[src/rtl/narrow_pkg.sv]
package narrow_pkg;

    localparam int DBL_W       = 64;
    localparam int SGL_W       = 32;
    localparam int DBL_EXP_W   = 11;
    localparam int DBL_FRAC_W  = 52;
    localparam int SGL_EXP_W   = 8;
    localparam int SGL_FRAC_W  = 23;
    localparam int DBL_BIAS    = 1023;
    localparam int SGL_MIN_NRM = -126;
    localparam int SGL_MIN_SUB = -149;

    // fraction bits dropped by truncation
    localparam int DROP_W  = DBL_FRAC_W - SGL_FRAC_W;
    localparam int SIG_W   = SGL_FRAC_W + 1;
    localparam int SHAMT_W = $clog2(SIG_W + 1);

    // biased double exponent thresholds
    localparam logic [DBL_EXP_W-1:0] COPY_MIN_B   = DBL_EXP_W'(DBL_BIAS + SGL_MIN_NRM);
    localparam logic [DBL_EXP_W-1:0] DENORM_MIN_B = DBL_EXP_W'(DBL_BIAS + SGL_MIN_SUB);

    typedef enum logic [1:0] {
        PATH_COPY   = 2'd0,
        PATH_DENORM = 2'd1,
        PATH_TINY   = 2'd2
    } path_e;

    typedef struct packed {
        logic                 sign;
        path_e                path;
        logic [SGL_W-2:0]     copy_body;
        logic [SIG_W-1:0]     sig;
        logic [SHAMT_W-1:0]   shamt;
    } cls_t;

    // exponent MSB, low exponent bits, upper fraction bits
    function automatic logic [SGL_W-2:0] copy_body_f(input logic [DBL_W-1:0] d);
        return {d[DBL_W-2],
                d[DBL_FRAC_W+SGL_EXP_W-2:DBL_FRAC_W],
                d[DBL_FRAC_W-1:DROP_W]};
    endfunction

endpackage

[src/rtl/narrow_classify.sv]
module narrow_classify
    import narrow_pkg::*;
(
    input  logic [DBL_W-1:0] d,
    output cls_t             cls
);
    logic [DBL_EXP_W-1:0] biased;
    logic                 mag_zero;

    assign biased   = d[DBL_W-2:DBL_FRAC_W];
    assign mag_zero = (d[DBL_W-2:0] == '0);

    always_comb begin
        cls.sign      = d[DBL_W-1];
        cls.copy_body = copy_body_f(d);
        cls.sig       = {1'b1, d[DBL_FRAC_W-1:DROP_W]};
        cls.shamt     = SHAMT_W'(COPY_MIN_B - biased);
        if (mag_zero || (biased >= COPY_MIN_B))
            cls.path = PATH_COPY;
        else if (biased >= DENORM_MIN_B)
            cls.path = PATH_DENORM;
        else
            cls.path = PATH_TINY;
    end
endmodule

[src/rtl/narrow_denorm.sv]
module narrow_denorm
    import narrow_pkg::*;
(
    input  logic [SIG_W-1:0]      sig,
    input  logic [SHAMT_W-1:0]    shamt,
    output logic [SGL_FRAC_W-1:0] frac
);
    logic [SIG_W-1:0] stg [0:SHAMT_W];
    logic             msb_unused;

    assign stg[0] = sig;

    // logarithmic right shifter, one stage per shift-amount bit
    for (genvar i = 0; i < SHAMT_W; i++) begin : g_stage
        assign stg[i+1] = shamt[i] ? (stg[i] >> (1 << i)) : stg[i];
    end

    assign frac       = stg[SHAMT_W][SGL_FRAC_W-1:0];
    assign msb_unused = stg[SHAMT_W][SIG_W-1];
endmodule

[src/rtl/f64_store_narrow.sv]
module f64_store_narrow
    import narrow_pkg::*;
(
    input  logic             clk,
    input  logic             rst,
    input  logic             in_valid,
    input  logic [DBL_W-1:0] in_word,
    output logic             out_valid,
    output logic [SGL_W-1:0] out_word
);
    cls_t                  cls;
    logic [SGL_FRAC_W-1:0] den_frac;
    logic [SGL_W-1:0]      next_word;
    logic                  trunc_unused;

    assign trunc_unused = ^in_word[DROP_W-1:0];

    narrow_classify u_cls (
        .d   (in_word),
        .cls (cls)
    );

    narrow_denorm u_den (
        .sig   (cls.sig),
        .shamt (cls.shamt),
        .frac  (den_frac)
    );

    always_comb begin
        unique case (cls.path)
            PATH_COPY:   next_word = {cls.sign, cls.copy_body};
            PATH_DENORM: next_word = {cls.sign, {SGL_EXP_W{1'b0}}, den_frac};
            default:     next_word = {cls.sign, {(SGL_W-1){1'b0}}};
        endcase
    end

    always_ff @(posedge clk) begin
        if (rst) begin
            out_valid <= 1'b0;
            out_word  <= '0;
        end else begin
            out_valid <= in_valid;
            if (in_valid)
                out_word <= next_word;
        end
    end

    // valid tracks input one cycle later
    a_r7_valid_rise: assert property (@(posedge clk) disable iff (rst)
        in_valid |=> out_valid);
    a_r7_valid_fall: assert property (@(posedge clk) disable iff (rst)
        !in_valid |=> !out_valid);
    // held word while idle
    a_r8_hold: assert property (@(posedge clk) disable iff (rst)
        !in_valid |=> $stable(out_word));
    // sign carried through
    a_r1_sign: assert property (@(posedge clk) disable iff (rst)
        in_valid |=> (out_word[SGL_W-1] == $past(in_word[DBL_W-1])));
    // denormalized results have a zero exponent field
    a_r5_denorm_exp_zero: assert property (@(posedge clk) disable iff (rst)
        (in_valid && cls.path == PATH_DENORM) |=> (out_word[SGL_W-2:SGL_FRAC_W] == '0));
    // tiny inputs flush to signed zero
    a_r6_tiny_flush: assert property (@(posedge clk) disable iff (rst)
        (in_valid && cls.path == PATH_TINY) |=> (out_word[SGL_W-2:0] == '0));
endmodule

[config.mk]
export PLATFORM = sky130hd
export DESIGN_NAME = f64_store_narrow
export DESIGN_NICKNAME = d
export VERILOG_FILES = /design/src/rtl/narrow_pkg.sv /design/src/rtl/narrow_classify.sv /design/src/rtl/narrow_denorm.sv /design/src/rtl/f64_store_narrow.sv
export SDC_FILE = /design/constraint.sdc
export NUM_CORES = 1
export LEC_CHECK = 0
export BUFFER_PORTS_ARGS = -buffer_cell sky130_fd_sc_hd__buf_2
export CAP_MARGIN = 20
export CORE_UTILIZATION = 53
export DETAILED_ROUTE_END_ITERATION = 8
export PLACE_DENSITY = 0.82
export SLEW_MARGIN = 10
export SYNTH_ARGS = -nofsm -noshare
export SYNTH_HDL_FRONTEND = slang
export SYNTH_HIERARCHICAL = 1
export SYNTH_SLANG_ARGS = --single-unit
[constraint.sdc]
create_clock -name clk -period 2.5 [get_ports clk]
set_clock_uncertainty 0.1 [all_clocks]
set_input_delay 0.125 -clock clk [delete_from_list [all_inputs] [get_ports clk]]
set_output_delay 0.125 -clock clk [all_outputs]
set_load 0.05 [all_outputs]
==> impl_results.md <==
- Outcome: finished, final reports clean
- Total Wirelength: about 8.4 mm
- Vias in the first global route: 2704
- DRT antenna net count: 0
- GRT Total Usage: ~28%
- Sw Share: 36.64%
- WP data required: about 2.6 ns
- RSZ-0062 raised after global routing: false
- Synth Register Bits: 33
- Setup TNS: 0 ns
- Largest net degree at the start of global routing: 37
- Layout cell share with drive strength beyond 1: 44.06%
- Comb power frac: around 38%
- Setup WS post-layout: 0.4205 ns
- TritonCTS Sinks: 33
- Initial DRC Count: 242
- Clock tree buffer depth: 2
- Critical Path Source Type: input pin
- Drt pass-1 iters: 5
- GRT overflow: 0
- Final nets: 448
- Core footprint: roughly 5900 um2
- Most frequent cells in the layout: buf_2, mux2i_1, dfxtp_1, o2bb2ai_2, nor2_1
- # DRC: 0
- Site Rows: 28
- Arrival time of the worst setup path: 2.21 ns
- Most common cell after layout, fill and taps aside: buf_2
- Final hold vios: 0
- WL/cell: 18.40 um
- Full die area: 6482 um2
- Worst r2r path cells: 1
- Post-Syn Instances: 335
- Mapped Area: ~3300 um2
- Hold depth: 2
- Die Span X: 80.51 um
- Postcts setup bufs: 0
- Worst Hold Launch: rst
- Root buffer cell: clkbuf_8
- Most used flip-flop cell after synthesis: dfxtp_1
- Layout area overhead: 7.583%
- PD cells: 469.8 nW/um2
- Clock slew at reported path FFs: approximately 0.08 ns
- Clk pwr share: 28.0%
- Inserted Diodes: 0
- Initial antenna violation count: 0
- Initial Util: a little under three fifths
- Worst hold path type: in2reg
- Seq/Total Area, Yosys: about a fifth
- Yosys warning count: 6
- CP Max Fanout: 11
- Inserted Clock Buffers: 5
- Via count: approximately 2800
- Final Setup Violations: 0
- Fin crit period: 2.080 ns
- Cell variety after synth: 47
- Post-synth EDFFs: 0
- CTS tree: yes
- Crit path from: in_word[31]
- Crit. End Element: register
- Synth Area per Inst: 9.752 um2
- Port buffer count: 99
- Max-slew violation count: 0
- Top-Level Pins: 100
- Max Cap Violations: 0
- First-pass GRT wire length: 13.61 mm
- Part of the power in registers: 34.3%
- Fraction of the cycle the final worst path needs: 83.18%
- Clock H-tree levels: 2
- DP Worst Slack: 0.1604 ns
- Internal cell power: 1.046 mW
- Die H: 80.51 um
- Synthesized net count: 405
- RR Startpoint: out_word[23]
- Peak supply drop: ~250 uV
- Clock latency on the worst-skew pair: 0.29 ns
- GPL Wtd Cong: 0.9268
- Share of flip-flops with an asynchronous set or reset: 0%
- Critical path type: in2reg
- Net Sw Power: 0.6050 mW
- Pleak: roughly 1.5 nW
- Drt via density: between 6 and 7
- DP HPWL: about 6.3 mm
- Fmax: about 480 MHz
[Yosys cell counts, drive strengths merged, types with 7 or more instances]
cell type  number  share of area (%)
dfxtp          33                 20
mux4           12                8.3
nor4           16                3.3
mux2i          52                 16
buf            74                 18
mux2            7                2.4
nor2           20                2.3
inv             7               0.80
nand2          10                1.1
o2bb2ai        24                 10
a22o            9                2.4
a211oi          8                1.8
[sequential cells by signal, indices dropped and copies added, names as in the netlist]
name / flops
out_word: 32
out_valid: 1
[power groups by stage]
stage | Clock [mW] | Sequential (mW) | Combinational [mW]
2_1_floorplan | 0 | 0.665 | 0.396
3_3_place_gp | 0 | 0.578 | 0.604
3_5_place_dp | 0 | 0.577 | 0.609
4_1_cts | 0.466 | 0.567 | 0.613
5_1_grt | 0.494 | 0.570 | 0.662
6_report | 0.462 | 0.566 | 0.623
[worst paths after layout]
kind	to	slack (ns)
worst min-delay path	out_valid	0.008
worst min register to register	out_word[6]	0.37
worst max-delay path	out_word[2]	0.42
worst max register to register	out_word[23]	1.78
[layout make-up]
type                    instances  area, um2
multi-input cells             215       1982
well taps                      75      93.84
clock inverters                 1      5.005
clock buffers                   7      96.34
fillers                       521       2406
flip-flops and latches         33      660.6
inverters                       7      26.28
repair buffers                116      650.6
[worst max-delay path: stages]
cell,delay [ns]
buf_2,0.13
nor4_1,0.43
nand4_1,0.16
nor4_1,0.39
nor3_1,0.16
or3b_1,0.44
buf_4,0.22
o2bb2ai_1,0.15
[through the flow]
step / util, % / total power, mW / hold slack (ns) / instances / area [um2]
finish: 59.36 / 1.651 / 0.008163 / 454 / 3515
floorplan: - / 1.061 / 0.09661 / 335 / 3267
global placement: 57.48 / 1.182 / 0.2584 / 445 / 3403
detailed placement: 57.48 / 1.187 / 0.2951 / 445 / 3403
CTS: 59.36 / 1.645 / 0.002282 / 454 / 3515
global route: 59.36 / 1.726 / 0.01531 / 454 / 3515
[timing repair]
action	CTS	global route
hold buffers	1	0
hold endpoints to repair	1	0
gates resized for setup	0	0
[cell families (layout without fill, tap and decap cells)]
group	Yosys count	after routing	synth area share, %
flip-flops	33	33	20.22
other	1	1	0.1148
XOR/XNOR	2	2	0.5363
AND/OR/NAND/NOR	71	71	12.06
multiplexers	71	71	26.62
adder cells (fa/ha/maj)	3	3	1.149
buffers and inverters	87	131	19.19
AO/OA/AOI/OAI	67	67	20.11
[layer usage]
layer | vias to the layer above | part of all wire [%] | global-route usage [%]
met1 | 1329 | 47 | 38.44
met3 | 9 | 7.6 | 6.136
met2 | 143 | 44 | 42.71
li1 | 1300 | - | -
met4 | 0 | 1.2 | 7.500
met5 | - | 0 | 0
(Power assumes the default switching activity.)
